`src/rtl/zc_alu_pkg.sv`:
```
package zc_alu_pkg;

   localparam int OP_W = 5;

   typedef enum logic [OP_W-1:0] {
      OP_ADD  = 5'd0,
      OP_ADDC = 5'd1,
      OP_SUB  = 5'd2,
      OP_SUBB = 5'd3,
      OP_CMP  = 5'd4,
      OP_AND  = 5'd5,
      OP_OR   = 5'd6,
      OP_XOR  = 5'd7,
      OP_TEST = 5'd8,
      OP_ROL  = 5'd9,
      OP_ROR  = 5'd10,
      OP_ROLC = 5'd11,
      OP_RORC = 5'd12,
      OP_SETC = 5'd13,
      OP_CLRC = 5'd14,
      OP_SETZ = 5'd15,
      OP_CLRZ = 5'd16
   } opcode_e;

   // which datapath unit drives the result
   typedef enum logic [1:0] {
      SRC_ARITH = 2'd0,
      SRC_LOGIC = 2'd1,
      SRC_ROT   = 2'd2,
      SRC_NONE  = 2'd3
   } src_e;

   // where the next carry comes from
   typedef enum logic [1:0] {
      CSRC_ARITH = 2'd0,
      CSRC_ROT   = 2'd1,
      CSRC_ONE   = 2'd2,
      CSRC_ZERO  = 2'd3
   } csrc_e;

   typedef enum logic [1:0] {
      LG_AND = 2'd0,
      LG_OR  = 2'd1,
      LG_XOR = 2'd2
   } logic_e;

endpackage

```
`src/rtl/zc_alu_arith.sv`:
```
module zc_alu_arith #(
   parameter int DATA_W     = 8,
   parameter bit RIPPLE_ADD = 1'b1
) (
   input  logic [DATA_W-1:0] a,
   input  logic [DATA_W-1:0] b,
   input  logic              sub,
   input  logic              use_cf,
   input  logic              cf_in,
   output logic [DATA_W-1:0] sum,
   output logic              cy_out
);
   logic [DATA_W-1:0] b_eff;
   logic              c_link;
   logic              raw_co;

   // subtraction is a + ~b + 1 - borrow; the adder carry is the inverse of borrow
   assign b_eff  = sub ? ~b : b;
   assign c_link = sub ? ~(use_cf & cf_in) : (use_cf & cf_in);

   generate
      if (RIPPLE_ADD) begin : g_ripple
         logic [DATA_W:0] chain;
         assign chain[0] = c_link;
         for (genvar i = 0; i < DATA_W; i++) begin : g_bit
            assign sum[i]     = a[i] ^ b_eff[i] ^ chain[i];
            assign chain[i+1] = (a[i] & b_eff[i]) | (chain[i] & (a[i] ^ b_eff[i]));
         end
         assign raw_co = chain[DATA_W];
      end else begin : g_behav
         logic [DATA_W:0] wide;
         assign wide   = {1'b0, a} + {1'b0, b_eff} + {{DATA_W{1'b0}}, c_link};
         assign sum    = wide[DATA_W-1:0];
         assign raw_co = wide[DATA_W];
      end
   endgenerate

   assign cy_out = sub ? ~raw_co : raw_co;

endmodule

```
`src/rtl/zc_alu_logic.sv`:
```
module zc_alu_logic #(
   parameter int DATA_W = 8
) (
   input  logic [DATA_W-1:0]      a,
   input  logic [DATA_W-1:0]      b,
   input  zc_alu_pkg::logic_e     fn,
   output logic [DATA_W-1:0]      y
);
   import zc_alu_pkg::*;

   always_comb begin
      unique case (fn)
         LG_AND:  y = a & b;
         LG_OR:   y = a | b;
         LG_XOR:  y = a ^ b;
         default: y = a & b;
      endcase
   end

endmodule

```
`src/rtl/zc_alu_rot.sv`:
```
module zc_alu_rot #(
   parameter int DATA_W = 8
) (
   input  logic [DATA_W-1:0] a,
   input  logic              left,
   input  logic              thru,
   input  logic              cf_in,
   output logic [DATA_W-1:0] y,
   output logic              out_bit
);
   logic [DATA_W-1:0] y_l;
   logic [DATA_W-1:0] y_r;
   logic              fill_l;
   logic              fill_r;

   assign fill_l = thru ? cf_in : a[DATA_W-1];
   assign fill_r = thru ? cf_in : a[0];

   generate
      for (genvar i = 0; i < DATA_W; i++) begin : g_lane
         if (i == 0) begin : g_lsb
            assign y_l[i] = fill_l;
         end else begin : g_lmid
            assign y_l[i] = a[i-1];
         end
         if (i == DATA_W-1) begin : g_msb
            assign y_r[i] = fill_r;
         end else begin : g_rmid
            assign y_r[i] = a[i+1];
         end
      end
   endgenerate

   assign y       = left ? y_l : y_r;
   assign out_bit = left ? a[DATA_W-1] : a[0];

endmodule

```
`src/rtl/zc_alu_flags.sv`:
```
module zc_alu_flags (
   input  logic clk,
   input  logic rst_n,
   input  logic z_we,
   input  logic z_d,
   input  logic c_we,
   input  logic c_d,
   output logic zf,
   output logic cf
);
   always_ff @(posedge clk or negedge rst_n) begin
      if (!rst_n) begin
         zf <= 1'b0;
         cf <= 1'b0;
      end else begin
         if (z_we) zf <= z_d;
         if (c_we) cf <= c_d;
      end
   end

   // flags are clear on the first edge after reset
   a_r1_reset_clear: assert property (@(posedge clk) $rose(rst_n) |-> (!zf && !cf));

endmodule

```
`src/rtl/zc_alu.sv`:
```
module zc_alu #(
   parameter int DATA_W     = 8,
   parameter bit RIPPLE_ADD = 1'b1
) (
   input  logic                       clk,
   input  logic                       rst_n,
   input  logic [zc_alu_pkg::OP_W-1:0] op,
   input  logic [DATA_W-1:0]          opa,
   input  logic [DATA_W-1:0]          opb,
   output logic [DATA_W-1:0]          res,
   output logic                       res_we,
   output logic                       zf,
   output logic                       cf
);
   import zc_alu_pkg::*;

   localparam logic [DATA_W-1:0] ZERO_W = '0;

   generate
      if (DATA_W < 2) begin : g_bad_width
         $error("zc_alu: DATA_W must be at least 2");
      end
   endgenerate

   opcode_e opc;
   assign opc = opcode_e'(op);

   // decode
   logic   d_sub, d_use_cf, d_left, d_thru;
   logic   d_z_we, d_c_we, d_z_force, d_z_fval;
   src_e   d_src;
   csrc_e  d_csrc;
   logic_e d_lfn;
   logic   d_we;

   always_comb begin
      d_sub     = 1'b0;
      d_use_cf  = 1'b0;
      d_left    = 1'b1;
      d_thru    = 1'b0;
      d_z_we    = 1'b0;
      d_c_we    = 1'b0;
      d_z_force = 1'b0;
      d_z_fval  = 1'b0;
      d_src     = SRC_NONE;
      d_csrc    = CSRC_ARITH;
      d_lfn     = LG_AND;
      d_we      = 1'b0;
      case (opc)
         OP_ADD, OP_ADDC: begin
            d_src = SRC_ARITH; d_use_cf = (opc == OP_ADDC);
            d_we = 1'b1; d_z_we = 1'b1; d_c_we = 1'b1;
         end
         OP_SUB, OP_SUBB, OP_CMP: begin
            d_src = SRC_ARITH; d_sub = 1'b1; d_use_cf = (opc == OP_SUBB);
            d_we = (opc != OP_CMP); d_z_we = 1'b1; d_c_we = 1'b1;
         end
         OP_AND, OP_TEST: begin
            d_src = SRC_LOGIC; d_lfn = LG_AND;
            d_we = (opc == OP_AND); d_z_we = 1'b1;
         end
         OP_OR: begin
            d_src = SRC_LOGIC; d_lfn = LG_OR; d_we = 1'b1; d_z_we = 1'b1;
         end
         OP_XOR: begin
            d_src = SRC_LOGIC; d_lfn = LG_XOR; d_we = 1'b1; d_z_we = 1'b1;
         end
         OP_ROL, OP_ROR: begin
            d_src = SRC_ROT; d_left = (opc == OP_ROL);
            d_we = 1'b1; d_z_we = 1'b1;
         end
         OP_ROLC, OP_RORC: begin
            d_src = SRC_ROT; d_left = (opc == OP_ROLC); d_thru = 1'b1;
            d_we = 1'b1; d_z_we = 1'b1; d_c_we = 1'b1; d_csrc = CSRC_ROT;
         end
         OP_SETC: begin d_c_we = 1'b1; d_csrc = CSRC_ONE;  end
         OP_CLRC: begin d_c_we = 1'b1; d_csrc = CSRC_ZERO; end
         OP_SETZ: begin d_z_we = 1'b1; d_z_force = 1'b1; d_z_fval = 1'b1; end
         OP_CLRZ: begin d_z_we = 1'b1; d_z_force = 1'b1; d_z_fval = 1'b0; end
         default: ;
      endcase
   end

   // datapath units
   logic [DATA_W-1:0] ar_y, lg_y, rt_y;
   logic              ar_c, rt_c;

   zc_alu_arith #(.DATA_W(DATA_W), .RIPPLE_ADD(RIPPLE_ADD)) u_arith (
      .a(opa), .b(opb), .sub(d_sub), .use_cf(d_use_cf), .cf_in(cf),
      .sum(ar_y), .cy_out(ar_c)
   );

   zc_alu_logic #(.DATA_W(DATA_W)) u_logic (
      .a(opa), .b(opb), .fn(d_lfn), .y(lg_y)
   );

   zc_alu_rot #(.DATA_W(DATA_W)) u_rot (
      .a(opa), .left(d_left), .thru(d_thru), .cf_in(cf),
      .y(rt_y), .out_bit(rt_c)
   );

   logic [DATA_W-1:0] val;
   always_comb begin
      unique case (d_src)
         SRC_ARITH: val = ar_y;
         SRC_LOGIC: val = lg_y;
         SRC_ROT:   val = rt_y;
         default:   val = ZERO_W;
      endcase
   end

   assign res    = val;
   assign res_we = d_we;

   logic z_next, c_next;
   assign z_next = d_z_force ? d_z_fval : (val == ZERO_W);

   always_comb begin
      unique case (d_csrc)
         CSRC_ARITH: c_next = ar_c;
         CSRC_ROT:   c_next = rt_c;
         CSRC_ONE:   c_next = 1'b1;
         default:    c_next = 1'b0;
      endcase
   end

   zc_alu_flags u_flags (
      .clk(clk), .rst_n(rst_n),
      .z_we(d_z_we), .z_d(z_next), .c_we(d_c_we), .c_d(c_next),
      .zf(zf), .cf(cf)
   );

   // every written result leaves zf reflecting that result
   a_r2_zero_tracks_write: assert property (@(posedge clk) disable iff (!rst_n)
      res_we |=> (zf == ($past(res) == ZERO_W)));

   // compare borrow equals an unsigned less-than of the operands
   a_r4_cmp_borrow: assert property (@(posedge clk) disable iff (!rst_n)
      (op == OP_CMP) |=> (cf == ($past(opa) < $past(opb))));

   // compare never writes
   a_r4_cmp_no_write: assert property (@(posedge clk) disable iff (!rst_n)
      (op == OP_CMP) |-> !res_we);

   // logic class leaves carry alone
   a_r5_logic_keeps_carry: assert property (@(posedge clk) disable iff (!rst_n)
      (op == OP_AND || op == OP_OR || op == OP_XOR || op == OP_TEST) |=> (cf == $past(cf)));

   // rotate-left through carry captures the top bit
   a_r8_rolc_carry: assert property (@(posedge clk) disable iff (!rst_n)
      (op == OP_ROLC) |=> (cf == $past(opa[DATA_W-1])));

   // set-carry forces carry and keeps zero
   a_r9_setc: assert property (@(posedge clk) disable iff (!rst_n)
      (op == OP_SETC) |=> (cf && zf == $past(zf)));

   // undefined opcodes are inert
   a_r10_undef_inert: assert property (@(posedge clk) disable iff (!rst_n)
      (op > 5'd16) |=> (zf == $past(zf) && cf == $past(cf)));

endmodule

```
`config.mk`:
```
export PLATFORM = sky130hd
export DESIGN_NAME = zc_alu
export DESIGN_NICKNAME = d
export VERILOG_FILES = /design/src/rtl/zc_alu_pkg.sv /design/src/rtl/zc_alu_arith.sv /design/src/rtl/zc_alu_logic.sv /design/src/rtl/zc_alu_rot.sv /design/src/rtl/zc_alu_flags.sv /design/src/rtl/zc_alu.sv
export SDC_FILE = /design/constraint.sdc
export NUM_CORES = 1
export LEC_CHECK = 0
export BUFFER_PORTS_ARGS = -buffer_cell sky130_fd_sc_hd__buf_2
export CAP_MARGIN = 20
export CORE_AREA = 3 3 68 70
export CTS_BUF_LIST = sky130_fd_sc_hd__clkbuf_4
export DETAILED_ROUTE_END_ITERATION = 7
export DIE_AREA = 0 0 71 73
export PLACE_DENSITY = 0.66
export SLEW_MARGIN = 15
export SYNTH_ARGS = -nofsm -noshare
export SYNTH_HDL_FRONTEND = slang
export SYNTH_SLANG_ARGS = --single-unit
```
`constraint.sdc`:
```
create_clock -name clk -period 24.4 [get_ports clk]
set_input_delay 6.1 -clock clk [delete_from_list [all_inputs] [get_ports clk]]
set_output_delay 6.1 -clock clk [all_outputs]
set_load 0.02 [all_outputs]
```
# Word level (Yosys, flattened, before mapping)
# Index checks and enable logic that the tools add are counted.
# classes
addsub	0
multipliers	0
div_mod_pow	0
order_cmp	0
eq_ne	23
n_shift	0
n_mux	23
bitwise	47
n_reduce_logical	16
# ops
operator	count
$eq A5 B4 Y1 const B	8
$pmux W8 S3	1
$eq A5 B3 Y1 const B	4
$and A1 B1 Y1	17
$mux W8	2
$pmux W8 S2	1
$xor A1 B1 Y1	16
$reduce_or A15 Y1	1
$mux W1	12
$pmux W2 S3	2
$eq A5 B2 Y1 const B	2
$reduce_or A2 Y1	5
$reduce_or A9 Y1	1
$and A8 B8 Y8	1
$logic_not A8 Y1	1
$not A8 Y8	1
$or A1 B1 Y1	8
$or A8 B8 Y8	1
$reduce_or A4 Y1	2
$reduce_or A8 Y1	1
$xor A8 B8 Y8	1
$eq A2 B1 Y1 const B	3
$eq A2 B2 Y1 const B	3
$pmux W1 S3	2
10 further kinds	13
# word_totals
regBits	2
latch_bits	0
ramBits	0
rom_bits	0
in_bits	23
output_inout_bits	11
elab_cells	111
memories	0

# Longest topological paths before layout
# depth
depth_word	25
depth_mapped	19
mapped_depth_nobuf	17

# By module
# Synthesis repeated with hierarchy kept, for this count alone.
# hier_totals
hier_cells	202
area_unflattened_um2	1539.0
# by_module_without_submodules
mod	n_inst	cells_per_inst	area_each_um2	seq_area_each_um2
zc_alu	1	80	511.7	0.0
zc_alu_logic	1	70	481.7	0.0
zc_alu_arith	1	34	315.3	0.0
zc_alu_rot	1	14	150.1	0.0
zc_alu_flags	1	4	80.1	50.0

# Worst setup path after synthesis
# No wires, ideal clock.
# synth_path
kind	input-to-output
start	input op[0] in the netlist's numbering
end	output res[7]
arrival_time_ns	10.286
required_ns	18.300
path_slack_ns	8.014
stages	18
n_path_buf	2
path_cell_list	clkbuf_1 -> nand2b_1 -> nor2_1 -> o21ai_0 -> buf_2 -> xnor2_1 -> fa_1 -> fa_1 -> fa_1 -> fa_1 -> fa_1 -> inv_1 -> fa_1 -> fa_1 -> inv_1 -> fa_1 -> a221oi_1 -> nand2_1
# synth_via
elab_chain_cells	22
elab_cells_between_ends	69
classes_between	eq/ne (16); mux (12); bitwise (32); reduce/logical (9)
# synth_lines
element	line_no	rtl
from (decl)	zc_alu.sv:7	input logic [zc_alu_pkg::OP_W-1:0] op,
$eq A5 B2 Y1 (tied with other cells)	zc_alu.sv:49, zc_alu.sv:55	
$reduce_or A3 Y1 / $reduce_or A2 Y1 (equally long branches)	zc_alu.sv:49	case (opc)
$pmux W1 S2	zc_alu.sv:49	
$and A1 B1 Y1	zc_alu_arith.sv:19	assign c_link = sub ? ~(use_cf & cf_in) : (use_cf & cf_in);
$not A1 Y1	zc_alu_arith.sv:19	
$mux W1	zc_alu_arith.sv:19	
$and A1 B1 Y1	zc_alu_arith.sv:27	assign chain[i+1] = (a[i] & b_eff[i]) | (chain[i] & (a[i] ^ b_eff[i]));
$or A1 B1 Y1	zc_alu_arith.sv:27	
(+6 left out)	--	
$and A1 B1 Y1	zc_alu_arith.sv:27	
$or A1 B1 Y1	zc_alu_arith.sv:27	
$and A1 B1 Y1	zc_alu_arith.sv:27	
$or A1 B1 Y1	zc_alu_arith.sv:27	
$and A1 B1 Y1	zc_alu_arith.sv:27	
$or A1 B1 Y1	zc_alu_arith.sv:27	
$xor A1 B1 Y1	zc_alu_arith.sv:26	assign sum[i] = a[i] ^ b_eff[i] ^ chain[i];
$pmux W8 S3 (*)	zc_alu.sv:104	unique case (d_src)
to (decl)	zc_alu.sv:10	output logic [DATA_W-1:0] res,
# Every way passes the cells marked *; elsewhere a longest branch is shown, timed or not.

# Worst setup path after layout
# layout_path
start	input op[2] in the netlist's numbering
end	output res[7]
# The elaborated chain is that of the path after synthesis.

==> impl_metrics.json <==
{
  "relSlewSlack_pct": 57.3,
  "synthAdderAreaFrac_pct": 28.6,
  "arrival_ps": 10590,
  "synth.cell_area_sq_mm": 0.00139,
  "pwr_density_cell_mw_per_mm2": 27.7,
  "die_h_microns": 73,
  "timing.rr.start": "u_flags.cf$_DFFE_PN0P_",
  "wl_per_cell_microns": 13.3,
  "cts_tree": "built",
  "dieArea_sq_mm": 0.00518,
  "r2r_cells": 17,
  "finalSetupViolations": 0,
  "synthMuxAreaShare_pct": 0,
  "postCtsResizedCells": 0,
  "vias": 1368,
  "gr-total-overflow": 0,
  "ys_warn_count": 0,
  "crit_fanout": 20,
  "path_class": "in -> out",
  "cts_root_buffer": "clkbuf_4",
  "dp_hpwl_microns": 2820,
  "grt_max_degree": 21,
  "worst_pin_slew_ps": 635,
  "place_area_sq_mm": 0.00157,
  "cts_max_level": 1,
  "ios": 34,
  "final_nets": 267,
  "grt_pass1_vias": 1341,
  "final.setup_skew_ps": 3.93,
  "synth-xor-area-share_pct": 8.19,
  "clock-sinks": 2,
  "port_buffers": 33,
  "synth_compound_area_share_pct": 26.4,
  "drv_cap": 0,
  "track_usage_pct": 14.4,
  "syn_avg_cell_area_sq_um": 7.35,
  "antenna_found_initial": 0,
  "via_per_inst": 5.16,
  "synth-seq-area-share_pct": 3.60,
  "clock_path_buffers": 2,
  "fin_crit_sh_pct": 68.4,
  "core_area_sq_mm": 0.00403,
  "totalWireLength_microns": 3530,
  "ctsHoldBuffers": 0,
  "fin_crit_ps": 16690,
  "first_iter_violations": 159,
  "crit_path_end_kind": "output port",
  "timing.rr.end": "u_flags.zf$_DFFE_PN0P_",
  "clock_latency_ps": 230,
  "final_cell_mix": "33 x buf_2, 28 x inv_1, 19 x ha_1",
  "whs_ps": 711,
  "synthArstFlopShare_pct": 100,
  "final_cell_area_sq_mm": 0.00159,
  "leakagePower_uw": 0.000790,
  "grt_pass1_wl_microns": 6220,
  "maxSlewViolCount": 0,
  "cts_buffers": 3,
  "die_x_microns": 71,
  "r2r_slack_ps": 19740,
  "tns_ps": 0,
  "setup.worst_path.start": "op[2]",
  "syn_to_final_growth_pct": 14.2,
  "drcViolationCount": 0,
  "ys_ff_latch": 2,
  "start_kind": "input pin",
  "yosys.cell_types.count": 43,
  "hold_viol_final": 0,
  "mappedNetlistNets": 239,
  "cts_setup_buffers": 0,
  "initial_core_util_pct": 34.5,
  "synthSimpleGateAreaFrac_pct": 21.3,
  "total_power_uw": 44.1,
  "status": "finished clean",
  "peakVddDrop_mv": 0.00908,
  "drive_gt1_share_pct": 19.1,
  "max_freq_ghz": 0.0599,
  "min_path_cells": 4,
  "hold_class": "reg -> reg",
  "drt_first_pass_iters": 4,
  "synth_edf_count": 0,
  "n_antenna_cell": 0,
  "synth_top_family_by_area": "adder cells",
  "place.gp.congestion": 0.826,
  "cp-endpoint": "res[7]",
  "syn_inst": 189,
  "rsz0062_at_grt": "no",
  "final_common_cell": "buf_2",
  "antenna_left": 0,
  "path_clk_slew_ps": 30,
  "synth_ff_type": "dfrtp_1",
  "crit_required_ps": 18300,
  "fp-row-count": 23
}
-- power breakdown --
| part | internal, uW | total [uW] | switching [uW] | leakage (uW) |
|---|---|---|---|---|
| sequential | 4.18 | 5.01 | 0.830 | 0.0000235 |
| combinational | 12.8 | 31.4 | 18.6 | 0.000752 |
| clock | 5.45 | 7.62 | 2.18 | 0.0000138 |
-- layout make-up --
type | count | area (sq um)
Fill cell | 450 | 2440
Multi-Input combinational cell | 148 | 1170
Inverter | 28 | 105
Sequential cell | 2 | 50.0
Timing Repair Buffer | 34 | 173
Clock buffer | 3 | 22.5
Tap cell | 50 | 62.6
-- stage by stage --
step                      worst slack (ps)  instances  util, %
after global routing                  7440        265     39.4
after floorplan                       8010        189        -
after global placement                7830        262     38.9
after detailed placement              7750        262     38.9
final                                 7710        265     39.4
after CTS                             7730        265     39.4
-- per-layer routing --
layer  global-route usage (%)  share of wire, %  up-vias
li1                         -                 -      700
met1                     19.6                46      626
met2                     24.6                48       38
met3                     1.38               5.4        4
met4                     3.13               1.0        0
met5                        0                 0        -
-- critical path: stages --
cell and delay, ps:
buf_2 290, nand2b_1 140, nor2_1 130, o21ai_0 90, buf_4 200, xnor2_1 150
fa_1 410, fa_1 390, fa_1 390, fa_1 400, fa_1 370, inv_1 80
fa_1 200, fa_1 170, inv_1 50, fa_1 430, a221oi_1 350, nand2_1 90
buf_2 160
-- worst min-delay path by stage --
stage	end	slack, ps	from
floorplan	u_flags.zf$_DFFE_PN0P_	770	u_flags.zf$_DFFE_PN0P_
global placement	u_flags.zf$_DFFE_PN0P_	700	u_flags.zf$_DFFE_PN0P_
detailed placement	u_flags.zf$_DFFE_PN0P_	700	u_flags.zf$_DFFE_PN0P_
CTS	u_flags.cf$_DFFE_PN0P_	710	u_flags.cf$_DFFE_PN0P_
global route	u_flags.cf$_DFFE_PN0P_	780	u_flags.cf$_DFFE_PN0P_
finish	u_flags.zf$_DFFE_PN0P_	710	u_flags.zf$_DFFE_PN0P_
-- sequential cells by signal, indices dropped and copies added, names as in the netlist --
| name | flops |
|---|---|
| u_flags.zf | 1 |
| u_flags.cf | 1 |
-- Yosys cell counts (2+ instances only) --
cell | count | area share [%]
inv_1 | 28 | 7.6
ha_1 | 19 | 17
nand2_1 | 14 | 3.8
nor2_1 | 12 | 3.2
xnor2_1 | 12 | 7.6
nand2b_1 | 10 | 4.5
o21ai_0 | 10 | 3.6
a21oi_1 | 9 | 3.2
fa_1 | 8 | 12
a22oi_1 | 5 | 2.7
clkbuf_1 | 5 | 1.4
nand3_1 | 5 | 1.8
a221o_1 | 4 | 2.9
a22o_1 | 4 | 2.5
buf_2 | 3 | 1.1
nor2b_1 | 3 | 1.4
nor3_1 | 3 | 1.1
or4b_1 | 3 | 2.2
a2111oi_0 | 2 | 1.3
a221oi_1 | 2 | 1.3
a31oi_1 | 2 | 0.90
a32oi_1 | 2 | 1.3
buf_4 | 2 | 1.1
dfrtp_1 | 2 | 3.6
o211ai_1 | 2 | 1.1
-- kinds of logic after synthesis --
kind of cell,Yosys count
buffers and inverters,39
AND/OR/NAND/NOR,57
adder cells (fa/ha/maj),27
XOR/XNOR,13
AO/OA/AOI/OAI,51
flip-flops,2
No activity file was read; power rests on OpenSTA's default activity.
